[src/rtl/dma_wrr_arbiter.sv]
module dma_wrr_arbiter #(
  parameter int WEIGHT_W = 2
) (
  input  logic                clk,
  input  logic                rst_n,
  input  logic                rx_first_i,
  input  logic [WEIGHT_W-1:0] weight_i,
  input  logic                rx_req_i,
  input  logic                tx_req_i,
  input  logic                rx_done_i,
  input  logic                tx_done_i,
  output logic                rx_gnt_o,
  output logic                tx_gnt_o
);
  localparam int CNT_W = WEIGHT_W + 1;

  logic [CNT_W-1:0] wins_q;
  logic [CNT_W-1:0] limit;
  logic             busy, contested, tx_turn, pick_rx, pick_tx, release_now;

  assign limit       = CNT_W'(weight_i) + CNT_W'(1);
  assign busy        = rx_gnt_o | tx_gnt_o;
  assign contested   = rx_req_i & tx_req_i;
  assign tx_turn     = !rx_first_i && (wins_q >= limit);
  assign pick_rx     = rx_req_i & (!tx_req_i | !tx_turn);
  assign pick_tx     = tx_req_i & !pick_rx;
  assign release_now = (rx_gnt_o & rx_done_i) | (tx_gnt_o & tx_done_i);

  always_ff @(posedge clk or negedge rst_n) begin
    if (!rst_n) begin
      rx_gnt_o <= 1'b0;
      tx_gnt_o <= 1'b0;
    end else if (busy) begin
      if (release_now) begin
        rx_gnt_o <= 1'b0;
        tx_gnt_o <= 1'b0;
      end
    end else begin
      rx_gnt_o <= pick_rx;
      tx_gnt_o <= pick_tx;
    end
  end

  always_ff @(posedge clk or negedge rst_n) begin
    if (!rst_n)
      wins_q <= '0;
    else if (rx_first_i)
      wins_q <= '0;
    else if (!busy && contested)
      wins_q <= pick_rx ? wins_q + CNT_W'(1) : '0;
  end
endmodule


[config.mk]
export PLATFORM = sky130hd
export DESIGN_NAME = dma_wrr_arbiter
export DESIGN_NICKNAME = d
export VERILOG_FILES = /design/src/rtl/dma_wrr_arbiter.sv
export SDC_FILE = /design/constraint.sdc
export NUM_CORES = 1
export LEC_CHECK = 0
export BUFFER_PORTS_ARGS = -buffer_cell sky130_fd_sc_hd__clkbuf_2
export CAP_MARGIN = 5
export CORE_AREA = 2 2 39 41
export DETAILED_ROUTE_END_ITERATION = 6
export DIE_AREA = 0 0 41 43
export MAX_ROUTING_LAYER = met4
export PLACE_DENSITY = 0.57
export SKIP_LAST_GASP = 1
export SLEW_MARGIN = 0
export SYNTH_ARGS = -nofsm -noshare
export SYNTH_HDL_FRONTEND = slang
export SYNTH_SLANG_ARGS = --single-unit
[constraint.sdc]
create_clock -name clk -period 1.5 [get_ports clk]
set_input_delay 0.225 -clock clk [delete_from_list [all_inputs] [get_ports clk]]
set_output_delay 0.225 -clock clk [all_outputs]
set_load 0.01 [all_outputs]
; After elaboration in Yosys (flattened, before gate mapping)
; Index checks and enable logic that the tools add are counted.
[totals]
regBits = 5
inputBits = 9
[op_classes]
n_addsub = 2
order_cmp = 1
eq_ne = 1
n_mux = 6
n_bitwise = 8
n_reduce_logical = 8
[ops]
columns = operator, count
row1 = 3-bit two-way mux, 3
row2 = 1-bit bitwise AND, 5
row3 = 1-bit zero test, 5
row4 = "2-bit by 1-bit adder with 3-bit output, second input constant", 1
row5 = "3-bit by 1-bit adder with 3-bit output, second input constant", 1
row6 = 3-bit >= comparator, 1
row7 = 1-bit two-way mux, 3
row8 = 1-bit bitwise OR, 3
row9 = 1-bit logical AND, 2
row10 = "2-bit by 1-bit inequality test with 1-bit output, second input constant", 1
row11 = 2-bit nonzero test, 1

; Longest topological paths before layout
[logic_depth]
ltp_word = 9
ltp_mapped = 7
ltp_nobuf = 7

; Worst setup path after synthesis
; Ideal clock, no wire load.
[synth_path]
kind = flip-flop to flip-flop
startpoint = register wins_q[0]
endpoint = register tx_gnt_o
setup_ns = 0.120
arrival_time_ns = 1.504
required_time_ns = 1.380
setup_slack_ns = -0.124
stages_incl_launch_ff = 7
synth_period_minus_slack_ns = 1.624
path_cell_list = dfrtp_1 inv_1 ha_1 nand2b_4 a2111oi_4 nor2_2 a41o_1
[synth_via]
elab_chain_cells = 8
[synth_rtl]
columns = item, line_no
row1 = "start, declared", 17  ; logic [CNT_W-1:0] wins_q;
row2 = "start signal, assigned", 50  ; wins_q <= pick_rx ? wins_q + CNT_W'(1) : '0;
row3 = 3-bit >= comparator, 24  ; assign tx_turn = !rx_first_i && (wins_q >= limit);
row4 = 1-bit logical AND, 24
row5 = 1-bit zero test, 25  ; assign pick_rx = rx_req_i & (!tx_req_i | !tx_turn);
row6 = 1-bit bitwise OR, 25
row7 = 1-bit bitwise AND, 25
row8 = 1-bit zero test, 26  ; assign pick_tx = tx_req_i & !pick_rx;
row9 = 1-bit bitwise AND, 26
row10 = 1-bit two-way mux, 33  ; end else if (busy) begin
row11 = "end signal, assigned", 40  ; tx_gnt_o <= pick_tx;
row12 = "end, declared", 13  ; output logic tx_gnt_o
; No other way between the ends.
; A chain may end at the register's enable or synchronous reset.

; Worst setup path in the final report
[layout_path]
startpoint = register wins_q[0]
endpoint = register wins_q[2]
[layout_via]
elab_chain_cells = 8
elab_cells_between_ends = 9
classes_between = 1 x add/sub / 1 x order compare / 3 x mux / 2 x bitwise / 2 x reduce/logical
[layout_rtl]
columns = item, line_no
row1 = 3-bit >= comparator, 24
row2 = 1-bit logical AND, 24
row3 = 1-bit zero test, 25
row4 = 1-bit bitwise OR, 25
row5 = 1-bit bitwise AND, 25
row6 = 3-bit two-way mux (*), 50
row7 = 3-bit two-way mux (*), 49  ; else if (!busy && contested)
row8 = 3-bit two-way mux (*), 47  ; else if (rx_first_i)
; Mark *: on every way between the ends. The rest lies on a longest branch, timed or not. The select of a mux whose other input is x is not followed.

==> results <==
- STA classifies the critical path startpoint as a register.
- At the placement stage, the worst setup path has a slack of -0.200 ns.
- For this design the ratio of total power to cell area is 947 nW/um^2.
- After routing, the total negative slack on setup checks comes to -0.326 ns.
- The worst clock skew is 0.00163 ns.
- In this run the clock root is driven by a sky130_fd_sc_hd__clkbuf_4.
- The clock latency of the later-clocked register in the worst-skew pair is 0.24 ns.
- The share of final-layout standard cells stronger than drive strength 1 is 0.356.
- The first detailed-routing pass ran for 4 iterations.
- The run finished, with violations left.
- The checks that failed: negative setup slack.
- Of the available clock period, the critical path in the final layout requires 1.05.
- The routed design could run at a clock period as short as 1.57 ns.
- In this run the vertical extent of the chip is 43 um.
- The internal power of the cells totals 0.000345 W.
- The number of DRC markers after the initial detailed-route iteration is 6.
- The highest fanout seen on the critical path is 4.
- The post-CTS setup buffer count is 0.
- In the post-route analysis, the smallest setup slack over all paths is -0.0728 ns.
- The critical path in this run is classified as register to register.
- For this run, the number of Yosys warnings is 0.
- Ranked by total cell area, the synthesized netlist is headed by sky130_fd_sc_hd__dfrtp_1, sky130_fd_sc_hd__ha_1, sky130_fd_sc_hd__inv_1.
- Summed over all layers, the global routing overflow is 0.
- The total buffers and inverters traversed by the critical path is 1.
- The peak supply drop is 0.490 mV.
- In this run the number of H-tree levels came out at 1.
- The number of global-route vias before repair is 347.
- Counting every instance in the synthesized netlist gives 42.
- Setup repair after global routing could not meet its margin everywhere.
- Of the total power, the share spent switching nets is 0.322.
- Of the post-synthesis cell area, the dominant cell type holds 0.321.
- The number of synthesized flops with an enable pin is 0.
- The smallest hold slack is 0.190 ns.
- The max-slew violation count came to 0.
- Counting every net in the synthesized netlist gives 56.
- Summed over all nets, the half-perimeter wirelength after detailed placement is 673 um.
- The global-route wire length before repair is 1.32 mm.
- The sequential-to-total area share from yosys stat is 0.321.
- The buffer levels on the longest clock path is 2.
- TritonCTS built the clock tree.
- At the end of routability-driven placement, the weighted congestion stood at 0.759.
- The internal reg-to-reg setup slack is -0.07 ns.
- The path class of the lowest-slack min-delay path is input pin to register.
- The layout has 143 filler cells.
- The synthesized cell area is 390 sq um.
- After clock tree synthesis, the clock-pin slew on the worst setup and hold paths is 0.04 ns.
- Headroom to the max-slew limit came out at 0.745.
- Setup violations remaining at the end of the flow were counted as 5.
- The terminating pin of the worst hold path is wins_q[1]$_DFFE_PN0P_.
- Traced cell by cell, the critical path runs through inv_1 -> ha_1 -> nand2b_4 -> a2111oi_4 -> o22ai_1 -> a21oi_1.
- A synthesized cell averages 9.29 sq um.
- The total length of routed wires is 794 um.
- STA puts the critical path data arrival time at 1.73 ns.
- The worst reg2reg path depth is 6.
- In the routed layout, each cell is associated on average with a via count of 4.61.
- The number of buffer cells added on primary ports is 10.
- The worst hold path begins at rx_first_i.
- The largest area contributor in the synthesized netlist is sky130_fd_sc_hd__dfrtp_1.
- The maximum operating frequency is 636 MHz.
- The combinational fraction of design power is 0.340.
- The final routed wire length divided by cell count is 10.6 um.
- The leakage power is 0.264 nW.
- The remaining antenna violation count after routing is 0.
- The worst hold path was traced through 2 stages.
- The library cell contributing the largest single delay on the critical path is sky130_fd_sc_hd__a2111oi_4.
- The largest net degree at the start of global routing is 7.
- In the synthesized netlist the dominant register cell turns out to be sky130_fd_sc_hd__dfrtp_1.
- The final hold violation count is 0.
- The count of clock tree sinks is 5.
- The number of max-capacitance violations reported is 0.
- For this configuration, the core starts out at a cell density of 0.282.
- Synthesis instantiated 19 different standard cells from the library.
- The required time of the critical path is 1.66 ns.
- 11 I/O pins were placed.
- The cell row count is 14.
- The number of clock buffers inserted by TritonCTS is 3.
- From left edge to right edge, the die measures 41 um.
- The core area is 1380 sq um.
- The clock power share is 0.297.
- The area growth from synthesis to layout is 37.5%.
- For this block, the via count after detailed routing is 346.
- The sort of element at the end of the critical path is a register.
- After synthesis the netlist holds a flip-flop and latch count of 5.
- The DRC violation count after routing is 0.
- The number of antenna violations at the first check in global routing is 0.
- The power dissipated by switching net loads is 0.000164 W.
- The largest single stage delay on the critical path is 0.39 ns.
- The family of cells with the greatest summed delay on the critical path is compound AO/OA/AOI/OAI gates.
- The floorplan step defined a die boundary enclosing 1760 sq um.
- The aggregate global-route resource usage is 0.120.
- 0 antenna diodes ended up in the layout.
- The startpoint identified for the worst register-to-register timing path is wins_q[0]$_DFFE_PN0P_.
- The worst-margin pin slew is 0.383 ns.
- The destination of the worst register-to-register timing path is wins_q[2]$_DFFE_PN0P_.
- The power share of the sequential group is 0.363.
- After synthesis, the share of flip-flops with an asynchronous set or reset is 1.00.
- For this run, the post-layout net count is 74.
==> power by group through the flow <==
stage	clock (W)	sequential [W]	combinational [W]
after floorplan	0	0.000195	0.0000980
after global placement	0	0.000188	0.000166
after detailed placement	0	0.000187	0.000172
after CTS	0.000162	0.000184	0.000174
after global routing	0.000168	0.000188	0.000189
final	0.000151	0.000184	0.000173
==> cells in the mapped netlist, types with 2 or more instances <==
| library cell | number |
|---|---|
| sky130_fd_sc_hd__a21oi_1 | 3 |
| sky130_fd_sc_hd__dfrtp_1 | 5 |
| sky130_fd_sc_hd__ha_1 | 5 |
| sky130_fd_sc_hd__inv_1 | 9 |
| sky130_fd_sc_hd__nand2_1 | 3 |
| sky130_fd_sc_hd__nor2_1 | 3 |
| sky130_fd_sc_hd__o21ai_0 | 2 |
==> state kept, by name, summed over array words and instances (netlist names) <==
| signal | flops |
|---|---|
| wins_q | 3 |
| rx_gnt_o | 1 |
| tx_gnt_o | 1 |
==> repair_timing <==
item | CTS | global route
hold buffers | 1 | 0
pin swaps | 0 | 1
endpoints found under the hold margin | 5 | 0
resized for setup | 0 | 0
setup endpoints to repair | 5 | 5
==> how the worst max path moves through the flow <==
stage,startpoint,end,slack (ns),cells after the start
finish,wins_q[0]$_DFFE_PN0P_,wins_q[2]$_DFFE_PN0P_,-0.07,6
global route,wins_q[0]$_DFFE_PN0P_,wins_q[0]$_DFFE_PN0P_,-0.19,6
CTS,wins_q[0]$_DFFE_PN0P_,rx_gnt_o$_DFFE_PN0P_,-0.09,6
detailed placement,weight_i[0],wins_q[2]$_DFFE_PN0P_,-0.20,7
global placement,weight_i[0],wins_q[2]$_DFFE_PN0P_,-0.15,7
floorplan,wins_q[0]$_DFFE_PN0P_,tx_gnt_o$_DFFE_PN0P_,0.005,6
==> layer usage <==
metal | wire length (um) | up-vias | global-route usage
met5 | 0 | - | -
met4 | 0 | 0 | 0.0800
met3 | 29 | 0 | 0.0366
met2 | 413 | 8 | 0.184
met1 | 351 | 157 | 0.125
li1 | - | 181 | -
==> cells in the final DEF (no fill, tap or decap), drive strengths merged <==
| master | count |
|---|---|
| o31ai | 1 |
| inv | 9 |
| a2111oi | 1 |
| dfrtp | 5 |
| nand2 | 3 |
| clkbuf | 14 |
| a211o | 1 |
| nor2 | 4 |
| buf | 2 |
| nor2b | 1 |
| dlygate4sd3 | 1 |
| a41o | 1 |
| nor3b | 1 |
| a211oi | 1 |
| o31a | 1 |
| o22ai | 1 |
| ha | 5 |
| a21oi | 3 |
| o21ai | 2 |
| nand4bb | 1 |
| nand2b | 1 |
==> through the flow <==
step	util	total power, W	cell area [sq um]	instances
floorplan	-	0.000293	415	42
finish	0.388	0.000508	537	75
global route	0.388	0.000546	537	75
CTS	0.388	0.000521	537	75
detailed placement	0.362	0.000358	500	70
global placement	0.362	0.000354	500	70
==> cell families after synthesis <==
logic type	after synthesis	share of synthesized area
compound gates	12	0.260
flops	5	0.321
fa+ha+maj	5	0.160
simple gates	11	0.173
buf+inv	9	0.0865
==> cell type report <==
cell class | instances | area (sq um) | share of cell area
multi-input cells | 28 | 256 | 0.478
flip-flops and latches | 5 | 125 | 0.233
repair buffers | 13 | 75.1 | 0.140
inverters | 9 | 33.8 | 0.0629
clock buffers | 4 | 26.3 | 0.0490
well taps | 16 | 20.0 | 0.0373
Note: power is estimated with default switching activity, not from simulation.
